[config.mk]
export PLATFORM = sky130hd
export DESIGN_NAME = asram_ctrl
export DESIGN_NICKNAME = d
export VERILOG_FILES = /design/src/rtl/asram_pkg.sv /design/src/rtl/asram_cnt.sv /design/src/rtl/asram_rcap.sv /design/src/rtl/asram_ctrl.sv
export SDC_FILE = /design/constraint.sdc
export NUM_CORES = 1
export LEC_CHECK = 0
export BUFFER_PORTS_ARGS = -buffer_cell sky130_fd_sc_hd__buf_2
export CAP_MARGIN = 10
export CORE_MARGIN = 2
export CORE_UTILIZATION = 30
export DETAILED_ROUTE_END_ITERATION = 10
export SYNTH_ARGS = -nofsm -noshare
export SYNTH_HDL_FRONTEND = slang
export SYNTH_SLANG_ARGS = --single-unit
export TNS_END_PERCENT = 100
[constraint.sdc]
create_clock -name clk -period 4.8 [get_ports clk]
set_input_delay 0.24 -clock clk [delete_from_list [all_inputs] [get_ports clk]]
set_output_delay 0.24 -clock clk [all_outputs]
set_load 0.01 [all_outputs]
[src/rtl/asram_pkg.sv]
package asram_pkg;

  typedef enum logic [2:0] {
    S_IDLE,
    S_READ,
    S_WSTRB,
    S_WHOLD,
    S_TURN
  } seq_t;

  // whole clock cycles covering a time, never fewer than one
  function automatic int cycles_for(input int t_ps, input int clk_ps);
    int c;
    c = (t_ps + clk_ps - 1) / clk_ps;
    return (c < 1) ? 1 : c;
  endfunction

  function automatic int max2(input int a, input int b);
    return (a > b) ? a : b;
  endfunction

endpackage

[src/rtl/asram_cnt.sv]
module asram_cnt #(
  parameter int W = 2
) (
  input  logic         clk,
  input  logic         rst_n,
  input  logic         load,
  input  logic [W-1:0] load_val,
  output logic         zero
);

  logic [W-1:0] cnt_q;
  logic [W-1:0] cnt_d;
  logic         cnt_en;

  assign cnt_en = load | (cnt_q != '0);

  always_comb begin
    if (load) cnt_d = load_val;
    else      cnt_d = cnt_q - 1'b1;
  end

  always_ff @(posedge clk or negedge rst_n) begin
    if (!rst_n)      cnt_q <= '0;
    else if (cnt_en) cnt_q <= cnt_d;
  end

  assign zero = (cnt_q == '0);

endmodule

[src/rtl/asram_rcap.sv]
module asram_rcap #(
  parameter int DW = 4
) (
  input  logic          clk,
  input  logic          rst_n,
  input  logic          cap,
  input  logic [DW-1:0] din,
  output logic [DW-1:0] dout,
  output logic          vld
);

  always_ff @(posedge clk or negedge rst_n) begin
    if (!rst_n)   dout <= '0;
    else if (cap) dout <= din;
  end

  always_ff @(posedge clk or negedge rst_n) begin
    if (!rst_n) vld <= 1'b0;
    else        vld <= cap;
  end

endmodule

[src/rtl/asram_ctrl.sv]
module asram_ctrl
  import asram_pkg::*;
#(
  parameter int AW      = 14,
  parameter int DW      = 4,
  parameter int CLK_PS  = 20000,
  parameter int T_RC_PS = 25000,
  parameter int T_AA_PS = 25000,
  parameter int T_WP_PS = 20000,
  parameter int T_DW_PS = 13000,
  parameter int T_WC_PS = 20000
) (
  input  logic          clk,
  input  logic          rst_n,
  input  logic          req_valid,
  output logic          req_ready,
  input  logic          req_we,
  input  logic [AW-1:0] req_addr,
  input  logic [DW-1:0] req_wdata,
  output logic          rd_valid,
  output logic [DW-1:0] rd_data,
  output logic [AW-1:0] ram_addr,
  output logic          ram_ce_n,
  output logic          ram_we_n,
  output logic [DW-1:0] ram_dq_out,
  output logic          ram_dq_oe,
  input  logic [DW-1:0] ram_dq_in
);

  localparam int RD_CYC = max2(cycles_for(T_RC_PS, CLK_PS), cycles_for(T_AA_PS, CLK_PS));
  localparam int WR_CYC = max2(max2(cycles_for(T_WP_PS, CLK_PS), cycles_for(T_DW_PS, CLK_PS)),
                               max2(cycles_for(T_WC_PS, CLK_PS) - 1, 1));
  localparam int CW     = $clog2(max2(RD_CYC, WR_CYC) + 1);
  localparam logic [CW-1:0] RD_LOAD = CW'(RD_CYC - 1);
  localparam logic [CW-1:0] WR_LOAD = CW'(WR_CYC - 1);

  seq_t          st_q, st_d;
  logic          ce_n_q, ce_n_d;
  logic          we_n_q, we_n_d;
  logic          oe_q, oe_d;
  logic [AW-1:0] addr_q, addr_d;
  logic [DW-1:0] wd_q, wd_d;
  logic          cnt_load;
  logic [CW-1:0] cnt_val;
  logic          cnt_zero;
  logic          cap;
  logic          accept;

  assign req_ready = (st_q == S_IDLE) | (st_q == S_WHOLD) | ((st_q == S_READ) & cnt_zero);
  assign accept    = req_valid & req_ready;

  // next-state and next-pin logic
  always_comb begin
    st_d     = st_q;
    ce_n_d   = ce_n_q;
    we_n_d   = we_n_q;
    oe_d     = oe_q;
    addr_d   = addr_q;
    wd_d     = wd_q;
    cnt_load = 1'b0;
    cnt_val  = RD_LOAD;
    cap      = 1'b0;
    if (accept) begin
      addr_d = req_addr;
      wd_d   = req_wdata;
    end
    case (st_q)
      S_IDLE, S_WHOLD: begin
        if (accept && req_we) begin
          st_d     = S_WSTRB;
          ce_n_d   = 1'b0;
          we_n_d   = 1'b0;
          oe_d     = 1'b1;
          cnt_load = 1'b1;
          cnt_val  = WR_LOAD;
        end else if (accept) begin
          st_d     = S_READ;
          ce_n_d   = 1'b0;
          we_n_d   = 1'b1;
          oe_d     = 1'b0;
          cnt_load = 1'b1;
        end else begin
          st_d   = S_IDLE;
          ce_n_d = 1'b1;
          oe_d   = 1'b0;
        end
      end
      S_READ: begin
        if (cnt_zero) begin
          cap = 1'b1;
          if (accept && req_we) begin
            st_d   = S_TURN;
            ce_n_d = 1'b1;
          end else if (accept) begin
            cnt_load = 1'b1;
          end else begin
            st_d   = S_IDLE;
            ce_n_d = 1'b1;
          end
        end
      end
      S_WSTRB: begin
        if (cnt_zero) begin
          st_d   = S_WHOLD;
          ce_n_d = 1'b1;
          we_n_d = 1'b1;
        end
      end
      S_TURN: begin
        st_d     = S_WSTRB;
        ce_n_d   = 1'b0;
        we_n_d   = 1'b0;
        oe_d     = 1'b1;
        cnt_load = 1'b1;
        cnt_val  = WR_LOAD;
      end
      default: st_d = S_IDLE;
    endcase
  end

  always_ff @(posedge clk or negedge rst_n) begin
    if (!rst_n) begin
      st_q   <= S_IDLE;
      ce_n_q <= 1'b1;
      we_n_q <= 1'b1;
      oe_q   <= 1'b0;
      addr_q <= '0;
      wd_q   <= '0;
    end else begin
      st_q   <= st_d;
      ce_n_q <= ce_n_d;
      we_n_q <= we_n_d;
      oe_q   <= oe_d;
      addr_q <= addr_d;
      wd_q   <= wd_d;
    end
  end

  asram_cnt #(.W(CW)) u_cnt (
    .clk      (clk),
    .rst_n    (rst_n),
    .load     (cnt_load),
    .load_val (cnt_val),
    .zero     (cnt_zero)
  );

  asram_rcap #(.DW(DW)) u_rcap (
    .clk   (clk),
    .rst_n (rst_n),
    .cap   (cap),
    .din   (ram_dq_in),
    .dout  (rd_data),
    .vld   (rd_valid)
  );

  assign ram_addr   = addr_q;
  assign ram_ce_n   = ce_n_q;
  assign ram_we_n   = we_n_q;
  assign ram_dq_oe  = oe_q;
  assign ram_dq_out = wd_q;

endmodule

==> metrics.txt <==
CTS clk-pin slew, worst paths=0.07 ns; setup ws final=2.792 ns; cts bufs inserted=5; Post-synth EDFFs=0; DRC Markers=0; # resized after CTS=0; IO Pins=between 50 and 60; min cycle time layout=approximately 2.0 ns; Routed WL=between 2000 and 3000 um; core area=around 4700 um2; sequential power share=37.9%; Critical Path Start Type=register; Switching Fraction=between 30% and 40%; post-synthesis mux area share=between 20% and 30%; initial antenna violation count=0; final hold violation count=0; HPWL Detailed=~2000 um; first-pass GRT wire length=between 4000 and 5000 um; Post-Layout Inst Area=1852 um2; met2 wire length=1261 um; Die Wd=roughly 74 um; Die Footprint=~5400 um2; critical path's top delay family=buffers and inverters; slowest stage delay, CP=between 0.3 and 0.4 ns; Synth area leader=dfrtp_1; xor/xnor share of the synthesized area=0.6014%; met3 wire len=between 200 and 250 um; final global-route overflow total=0; Final Skew=about 0.0072 ns; DR vias/cell=roughly 4.7; vias in the first global route=945; Cell Pwr Density=around 700 nW/um2; fin nets=around 190; most common cell in the netlist=dfrtp_1; Setup-failing EPs final=0; Port Buf Inserts=52; adder-cell share of the synthesized area=less than 1%; largest family of logic cells by synthesized area=multiplexers; layout cells sized above 1=51.85%; Die Height=73.68 um; Rel. slew slack=55.17%; Clock power frac=between 15 and 20%; Root Driver=clkbuf_8; CTS tree=done; worst-margin pin slew=0.6725 ns; Cell Chain, Critical Path=inv_1 > ha_1 > nor3b_4 > nor4_4 > buf_4 > mux2_1; Worst Path Required=slightly below 5 ns; Min Hold Slack=around 0.0012 ns; Synth Area in Compound Gates=roughly 9.8%; Post-Syn Area=~1500 um2; CTS max path bufs=2; M1 wire length=around 1300 um; CTS Hold Buffers Added=0; Rows=25; WS Path Type=reg -> reg; antenna viol nets, final=0; Yosys reg bits=31; TritonRoute pass-1 iters=4; most frequent cells after synthesis=dfrtp_1 (29), mux2_4 (17), a21oi_1 (7); setup_tns=0 ns; ys async rst share=between 90% and 100%; CP Buf/Inv Count=2; RSZ-0062 raised after global routing=false; worst-path cell with the longest stage delay=dfrtp_1; Layout area overhead=27.15%; Max Used Layer=met4; switching power=~0.00045 W; Cells after Synth=roughly 110; largest net degree at the start of global routing=32; WL/cell=between 10 and 15 um; DP Worst Slack=2.807 ns; Worst Hold Class=in -> async; Synth area leaders=dfrtp_1 (50%), mux2_4 (18%), mux2_1 (3.9%), dfstp_2 (3.6%), nor3b_4 (2.6%); Ys Warns=0; status=completed; post-CTS setup buffers=0; H-tree depth=2; GP Congestion=~0.8; # diodes=0; mean post-synth cell area=about 14 um2; number of max-cap violations=0; Tot GR Track Use=a little over a tenth; top cell type's share of synthesized area=49.83%; Data arrival, critical path=~2.2 ns; DP Area=1752 um2; fin. max-slew vios=0; final worst-path cycle share=41.83%; Yosys cell types=30; cell leakage power=a little over 0.9 nW; internal power of the cells=between 0.0008 and 0.0009 W; Syn Nets=roughly 130; Worst Setup End Kind=register; Via Count=a little over 1000; DRT iter0 DRCs=50; top_reg_cell synth=dfrtp_1; Worst-Skew Late Latency=0.27 ns; Initial Utilization=31.04%; simple-gate portion of the synthesized area=10.14%; Max FO, Critical Path=21; Seq/Total Area, Yosys=53.44%; Fmax=around 500 MHz; Peak supply drop=0.2810 mV; Gate power share=between 40% and 50%; clock sink total=31
sequential cells by signal (all words and copies together), names as in the netlist, 2 cells and up:
register,count
u_rcap.dout,4
ram_dq_out,4
st_q,3
u_cnt.cnt_q,2
ram_addr,14
cell families (layout without fill, tap and decap cells):
| kind of cell | after synthesis | count (layout) |
|---|---|---|
| buffers and inverters | 10 | 65 |
| XOR/XNOR | 1 | 1 |
| AO/OA/AOI/OAI | 22 | 22 |
| flip-flops | 31 | 31 |
| multiplexers | 22 | 22 |
| adder cells (fa/ha/maj) | 1 | 1 |
| AND/OR/NAND/NOR | 20 | 20 |
routing by layer:
| layer | global-route usage, % | vias to the layer above |
|---|---|---|
| li1 | - | 482 |
| met1 | 15.13 | 480 |
| met2 | 15.48 | 44 |
| met3 | 4.664 | 2 |
| met4 | 3.232 | 0 |
| met5 | 0 | - |
per-stage QoR:
stage	total power [W]	utilization (%)	instances
6_report	0.001298	39.47	216
3_5_place_dp	0.001085	37.33	208
4_1_cts	0.001319	39.47	216
5_1_grt	0.001393	39.47	216
2_1_floorplan	0.0009069	-	107
3_3_place_gp	0.001081	37.33	208
placed cells by master, fill, tap and decap left out, types with 2 or more instances in the layout:
cell,Yosys,routed
nand2_1,2,2
dfrtp_1,29,29
a21oi_1,7,7
o21ai_0,4,4
a22oi_1,2,2
mux2_4,17,17
mux2_1,5,5
a221oi_1,2,2
nor2b_1,2,2
inv_1,3,3
o21bai_1,3,3
nand2b_1,3,3
dfstp_2,2,2
buf_2,2,52
nor3b_4,2,2
nor2_1,6,6
clkbuf_8,0,7
power groups by stage:
stage          sequential (W)  clock (W)  combinational, W
4_1_cts              0.000494   0.000231          0.000593
3_5_place_dp         0.000491          0          0.000594
6_report             0.000492   0.000222          0.000584
5_1_grt              0.000513   0.000243          0.000637
3_3_place_gp         0.000499          0          0.000581
2_1_floorplan        0.000524          0          0.000383
path summary, 6_finish.rpt:
path                                     start              to  slack, ns  cells past startpoint
worst max-delay path            u_cnt.cnt_q[0]   ram_dq_out[0]       2.79                      6
worst min-delay path                     rst_n   ram_dq_out[3]      0.001                      1
worst max register to register  u_cnt.cnt_q[0]   ram_dq_out[0]       2.79                      6
worst min register to register  u_rcap.dout[2]  u_rcap.dout[2]       0.48                      1
max in group asynchronous                rst_n  u_rcap.dout[0]       4.36                      1
min in group clk                  ram_dq_in[3]  u_rcap.dout[3]       0.18                      2
layout make-up:
type	count	area [um2]
Clock buffer	8	100.1
Fill cell	452	2840
Inverter	4	15.01
Multi-Input combinational cell	66	623.1
Sequential cell	31	778.2
Tap cell	54	67.56
Timing Repair Buffer	53	267.8
(Power assumes the default switching activity.)
